<file path="config.mk">
export PLATFORM = sky130hd
export DESIGN_NAME = txstat_reg
export DESIGN_NICKNAME = d
export VERILOG_FILES = /design/src/rtl/txstat_pkg.sv /design/src/rtl/tx_flag_cell.sv /design/src/rtl/tx_idle_tracker.sv /design/src/rtl/txstat_reg.sv
export SDC_FILE = /design/constraint.sdc
export NUM_CORES = 1
export LEC_CHECK = 0
export CAP_MARGIN = 30
export CORE_ASPECT_RATIO = 0.75
export CORE_UTILIZATION = 35
export DETAILED_ROUTE_END_ITERATION = 8
export PLACE_DENSITY_LB_ADDON = 0.1
export SLEW_MARGIN = 20
export SYNTH_ARGS = -nofsm -noshare
export SYNTH_HDL_FRONTEND = slang
export SYNTH_SLANG_ARGS = --single-unit
</file>
<file path="constraint.sdc">
create_clock -name clk -period 2.65 [get_ports clk]
set_input_delay 0.53 -clock clk [delete_from_list [all_inputs] [get_ports clk]]
set_output_delay 0.53 -clock clk [all_outputs]
set_load 0.01 [all_outputs]
</file>
<file path="src/rtl/txstat_pkg.sv">
package txstat_pkg;
    localparam int REG_W   = 16;
    localparam int LOW_W   = 8;
    localparam int HIGH_W  = REG_W - LOW_W;
    localparam int SEL_W   = 3;

    localparam int B_PRE   = 7;
    localparam int B_IDLE  = 6;
    localparam int B_ABORT = 5;
    localparam int B_EOF   = 4;
    localparam int B_CRC   = 3;
    localparam int B_ALL   = 2;
    localparam int B_UNDER = 1;
    localparam int B_EMPTY = 0;

    localparam logic [LOW_W-1:0] STICKY_MASK = 8'b1111_1010;
    localparam logic [SEL_W-1:0] SEL_REPEAT  = 3'd0;

    typedef enum logic [1:0] {
        ST_LINE_BUSY   = 2'd0,
        ST_IDLE_REPEAT = 2'd1,
        ST_IDLE_SPENT  = 2'd2
    } idle_st_e;
endpackage

</file>
<file path="src/rtl/tx_flag_cell.sv">
module tx_flag_cell (
    input  logic clk,
    input  logic rst_n,
    input  logic set_i,
    input  logic clr_i,
    output logic q_o
);
    always_ff @(posedge clk) begin
        if (!rst_n)     q_o <= 1'b0;
        else if (set_i) q_o <= 1'b1;
        else if (clr_i) q_o <= 1'b0;
    end
endmodule

</file>
<file path="src/rtl/tx_idle_tracker.sv">
module tx_idle_tracker
    import txstat_pkg::*;
#(
    parameter int SW = SEL_W
) (
    input  logic          clk,
    input  logic          rst_n,
    input  logic          idle_active,
    input  logic          idle_unit,
    input  logic [SW-1:0] idle_sel,
    output logic          set_o,
    output idle_st_e      state_o
);
    idle_st_e state_q, state_d;
    logic     repeat_sel;

    assign repeat_sel = (idle_sel == SW'(SEL_REPEAT));

    always_ff @(posedge clk) begin
        if (!rst_n) state_q <= ST_LINE_BUSY;
        else        state_q <= state_d;
    end

    always_comb begin
        state_d = state_q;
        set_o   = 1'b0;
        unique case (state_q)
            ST_LINE_BUSY: begin
                if (idle_active && repeat_sel) begin
                    state_d = ST_IDLE_REPEAT;        // T_GO_REPEAT
                    set_o   = idle_unit;
                end else if (idle_active) begin
                    state_d = ST_IDLE_SPENT;         // T_GO_SPENT
                    set_o   = 1'b1;
                end
            end
            ST_IDLE_REPEAT: begin
                if (!idle_active) state_d = ST_LINE_BUSY;   // T_BACK_BUSY
                else              set_o   = idle_unit;
            end
            ST_IDLE_SPENT: begin
                if (!idle_active) state_d = ST_LINE_BUSY;   // T_BACK_BUSY
            end
            default: state_d = ST_LINE_BUSY;
        endcase
    end

    assign state_o = state_q;
endmodule

</file>
<file path="src/rtl/txstat_reg.sv">
module txstat_reg
    import txstat_pkg::*;
(
    input  logic              clk,
    input  logic              rst_n,
    input  logic              wr_en,
    input  logic              wr_sel,
    input  logic [REG_W-1:0]  wr_data,
    input  logic              rd_sel,
    output logic [REG_W-1:0]  rd_data,
    input  logic              sync_mode,
    input  logic              hdlc_mode,
    input  logic              ev_preamble,
    input  logic              ev_abort,
    input  logic              ev_closing,
    input  logic              ev_crc,
    input  logic              ev_need_char,
    input  logic              idle_active,
    input  logic              idle_unit,
    input  logic              char_active,
    input  logic              fifo_empty,
    output logic              irq
);
    logic [HIGH_W-1:0] high_q;
    logic [LOW_W-1:0]  en_q;
    logic [LOW_W-1:0]  flags;
    logic [LOW_W-1:0]  set_vec;
    logic [LOW_W-1:0]  clr_vec;
    logic              idle_set;
    idle_st_e          idle_state;
    logic              stat_wr;

    assign stat_wr = wr_en && !wr_sel;

    tx_idle_tracker #(.SW(SEL_W)) u_idle (
        .clk         (clk),
        .rst_n       (rst_n),
        .idle_active (idle_active),
        .idle_unit   (idle_unit),
        .idle_sel    (high_q[SEL_W-1:0]),
        .set_o       (idle_set),
        .state_o     (idle_state)
    );

    always_comb begin
        set_vec          = '0;
        set_vec[B_PRE]   = ev_preamble && sync_mode;
        set_vec[B_IDLE]  = idle_set;
        set_vec[B_ABORT] = ev_abort && hdlc_mode;
        set_vec[B_EOF]   = ev_closing && sync_mode;
        set_vec[B_CRC]   = ev_crc && sync_mode;
        set_vec[B_UNDER] = ev_need_char && fifo_empty;
        clr_vec          = stat_wr ? wr_data[LOW_W-1:0] : '0;
    end

    for (genvar i = 0; i < LOW_W; i++) begin : g_flag
        if (STICKY_MASK[i]) begin : g_cell
            tx_flag_cell u_cell (
                .clk   (clk),
                .rst_n (rst_n),
                .set_i (set_vec[i]),
                .clr_i (clr_vec[i]),
                .q_o   (flags[i])
            );
        end else begin : g_none
            assign flags[i] = 1'b0;
        end
    end

    always_ff @(posedge clk) begin
        if (!rst_n) begin
            high_q <= '0;
            en_q   <= '0;
        end else if (wr_en) begin
            if (wr_sel) en_q   <= wr_data[LOW_W-1:0] & STICKY_MASK;
            else        high_q <= wr_data[REG_W-1:LOW_W];
        end
    end

    always_comb begin
        if (rd_sel) begin
            rd_data = {{HIGH_W{1'b0}}, en_q};
        end else begin
            rd_data          = {high_q, flags};
            rd_data[B_ALL]   = !char_active;
            rd_data[B_EMPTY] = fifo_empty;
        end
    end

    assign irq = |(flags & en_q);
endmodule

</file>
Yosys cells after proc, flatten, opt, wreduce, memory -nomap -nowiden. Index checks and enable logic that the tools add are counted.

Logic and storage cells: 59. Bits in registers: 22. Output and inout port bits: 17. Input port bits: 32.

Equality and inequality tests: 4. Reduce and logical (&&, ||, !) cells: 22. Muxes and demuxes: 22. Bitwise operators: 2.

Operators by type and width (count): 2-to-1 mux 16 bit (1); 2-to-1 mux 1 bit (15); nonzero test 2 bit (6); bitwise AND 8 bit (1); 2-to-1 mux 8 bit (1); OR reduction 8 bit (1); logical AND 1 bit (7); 2-to-1 mux 2 bit (3); AND reduction 2 bit (3); case mux 2 bit (2 select lines) (1); zero test 3 bit (1); inequality test 3 x 2 -> 1 bit, second input constant (1); == test 2 x 1 -> 1 bit, second input constant (1); == test 2 bit, second input constant (1); zero test 1 bit (2); zero test 2 bit (1); inequality test 2 bit, second input constant (1); case mux 1 bit (2 select lines) (1); OR reduction 2 bit (1); NOT 1 bit (1).

Logic depth before layout (Yosys ltp).
Depth after elaboration: 5. Gate-level depth with buffers: 5. Gate-level depth less buffers: 5.

By module. A second synthesis with hierarchy kept.

Cells, all modules: 132. Area, all modules: 1209.9 sq um.

By module, submodules not included: txstat_reg (area each 823.3 sq um, seq. area each 280.3 sq um, cells each 97, instances 1); tx_flag_cell (area each 41.3 sq um, seq. area each 20.0 sq um, cells each 3, instances 6); tx_idle_tracker (area each 138.9 sq um, seq. area each 40.0 sq um, cells each 17, instances 1).

Worst setup path after synthesis. No wires, ideal clock.

Path type: input port to output port. From: input port rd_sel. To: output port rd_data[2]. Stages: 3. Arrival: 1081 ps. Required time: 2120 ps. Path slack: 1039 ps. Path buffers: 2. Path through: buf_2 > clkbuf_1 > nor2_1.

Longest elaborated chain between the ends: 1.

RTL lines: start, declared (RTL line txstat_reg.sv:9) `input logic rd_sel,`; 2-to-1 mux 16 bit (RTL line txstat_reg.sv:81) `if (rd_sel) begin`; end, declared (RTL line txstat_reg.sv:10) `output logic [REG_W-1:0] rd_data,`.

No other way between the ends.

Final worst setup path.
From: input port rd_sel. To: output port rd_data[4].

The elaborated chain is that of the path after synthesis.

==> results.yml <==
floorplanning:
  std_cell_rows: 17
  die_h_um: 51.1
  dieWidth_um: 67.5
  start_util_pct: 37.5
  ioPinCount: 49
  core_area_mm2: 0.00300
  die-area_mm2: 0.00345
clock_network:
  path_clk_slew_ps: 80
  cts_tree: "built"
  cts_buffers: 3
  clock_path_buffers: 2
  cts_htree_levels: 1
  clock_sinks: 22
  clk_latency_ps: 260
  cts-root-buf: "clkbuf_8"
  cts_hold_buf: 0
  postCtsSetupRepairBufs: 0
run_status:
  status: "completed"
sta:
  worst_slack_ps: 263
  rsz0062_at_grt: "no"
  max_slew_margin_pct: 72.4
  final_max_slew_viol_count: 0
  fin_skew_ps: 0.527
  period_share_pct: 90.1
  period_minus_slack_ps: 2390
  final.setup.tns_ps: 0
  setup_violations: 0
  timing.hold.ws_ps: 453
  finalHoldViolCount: 0
  max_freq_mhz: 419
  tightest_slew_ps: 413
place:
  numPlacedInstances: 213
  placed_area_mm2: 0.00161
  dp_hpwl_um: 2000
  place_congestion: 0.801
  place_ws_ps: 2.21
  numPortBuffers: 46
drt:
  viasPerCell: 4.80
  drtPass1Iterations: 4
  via_count: 1042
  drt_iter0_markers: 78
  drc_errors: 0
  wl_um: 2720
  ant_nets: 0
  wire_per_inst_um: 12.5
yosys:
  synth_seq_cells: 22
  synth.avg_cell_area_um2: 8.47
  synth_cell_types: 26
  synth_area_leaders: "dfxtp_1 (39%), nand2_1 (10%), mux2_2 (7.0%), a21boi_0 (6.7%), a21boi_1 (6.7%)"
  post-synth-top-area-fraction_pct: 39.1
  yosys_warnings: 0
  synth_nets: 167
  syn_inst: 133
  netlist_area_mm2: 0.00113
  synth_top_area_cell: "dfxtp_1"
  ys_seq_area_share_pct: 39.1
critical_path:
  start_kind: "input pin"
  path_class: "input pin to output pin"
  endpoint: "rd_data[4]"
  rr_startpoint: "u_idle.state_o[0]$_SDFFE_PN0P_"
  required_ps: 2120
  cp_data_arrival_time_ps: 1860
  worstPathMaxFanout: 8
  r2r_slack_ps: 1280
  crit_start: "rd_sel"
  reg2reg_depth: 5
  r2r_end: "u_idle.state_o[0]$_SDFFE_PN0P_"
  endpoint_kind: "output pin"
run:
  cap_violations: 0
final_layout:
  drive_gt1_share_pct: 10.1
  fillers: 269
  stdcell_area_mm2: 0.00168
  antenna_cells: 0
  stdcell_count: 217
  nets: 214
  syn2layout_area_growth_pct: 48.9
  finish.utilization_pct: 55.9
power_and_ir_drop:
  power_frac_seq_pct: 42.9
  switching_share_pct: 23.0
  combPwrFrac_pct: 19.9
  power.share.clock_pct: 37.2
  p_per_area_mw_per_mm2: 506
  total_power_mw: 0.849
  switchingPower_mw: 0.195
  max-vdd-ir-drop_mv: 0.386
  p_int_mw: 0.654
  power.leakage_nw: 0.651
min_path:
  min_path_cells: 2
  hold_path_class: "flip-flop to flip-flop"
grt:
  grt_pass1_vias: 1024
  grt_pass1_wl_um: 4490
  track_usage_pct: 17.7
  grt_max_degree: 24
  antenna_found_initial: 0
  overflow: 0
==> worst min path at each step <==
stage / slack [ps] / endpoint / start
after floorplan: 430 / high_q[3]$_SDFFE_PN0P_ / high_q[3]$_SDFFE_PN0P_
after global placement: 440 / high_q[6]$_SDFFE_PN0P_ / high_q[6]$_SDFFE_PN0P_
after detailed placement: 440 / high_q[3]$_SDFFE_PN0P_ / high_q[3]$_SDFFE_PN0P_
final: 450 / high_q[7]$_SDFFE_PN0P_ / high_q[7]$_SDFFE_PN0P_
after global routing: 490 / high_q[5]$_SDFFE_PN0P_ / high_q[5]$_SDFFE_PN0P_
after CTS: 460 / high_q[3]$_SDFFE_PN0P_ / high_q[3]$_SDFFE_PN0P_
==> synthesized netlist by cell type, drive strengths merged <==
cell type / count
a21boi: 20
clkbuf: 3
inv: 7
a31o: 1
o21ai: 5
dfxtp: 22
and3b: 1
nand2: 31
nor2b: 11
ha: 2
nand2b: 2
mux2: 7
nor4: 1
nand3: 7
nor3: 2
a21oi: 1
a22oi: 4
nor2: 1
buf: 5
==> power groups by stage <==
stage	Combinational [mW]	Clock [mW]	Sequential, mW
final	0.169	0.316	0.364
after global routing	0.186	0.340	0.368
after CTS	0.171	0.320	0.364
after detailed placement	0.170	0	0.372
after global placement	0.166	0	0.371
after floorplan	0.0870	0	0.368
==> worst max-delay path, stage by stage <==
cell	delay (ps)
dlygate4sd2_1	450
mux2_2	390
clkdlybuf4s50_1	480
==> timing repair <==
action,CTS,global route
endpoints found under the hold margin,0,0
resized for setup,1,0
setup endpoints to repair,2,0
==> layer usage <==
metal | vias to the layer above | wire length (um) | track usage [%]
li1 | 536 | - | -
met5 | - | 0 | 0
met3 | 2 | 131 | 5.58
met1 | 479 | 1300 | 22.5
met4 | 0 | 14 | 3.19
met2 | 25 | 1270 | 29.0
==> cell type report <==
cell class	count	area, um2	share of cell area [%]
Clock inverter	1	30.0	1.79
Clock buffer	3	41.3	2.46
Sequential cell	22	440	26.3
Multi-Input combinational cell	96	602	35.9
Inverter	7	26.3	1.57
Timing Repair Buffer	50	489	29.2
Tap cell	38	47.5	2.84
==> flip-flops by register name, summed over array words and instances, names as in the netlist <==
name / count
high_q: 8
u_idle.state_o: 2
g_flag.g_cell.u_cell.q_o: 6
en_q: 6
==> cell families (layout without fill, tap and decap cells) <==
| logic type | Yosys count | in the layout | share of synthesized area, % |
|---|---|---|---|
| AO/OA/AOI/OAI | 31 | 31 | 19.4 |
| AND/OR/NAND/NOR | 56 | 56 | 24.8 |
| multiplexers | 7 | 7 | 7.00 |
| flip-flops | 22 | 22 | 39.1 |
| buffers and inverters | 15 | 61 | 7.44 |
| adder cells (fa/ha/maj) | 2 | 2 | 2.22 |
==> cell usage in the layout, fill, tap and decap left out, drive strengths merged, types with 2 or more instances in the layout <==
cell	count
clkdlybuf4s50	45
nand3	7
o21ai	5
nand2b	2
dfxtp	22
buf	4
a22oi	4
nor2b	11
nand2	31
inv	7
ha	2
mux2	7
nor3	2
clkbuf	3
a21boi	20
Power figures use the tool's default switching activity.
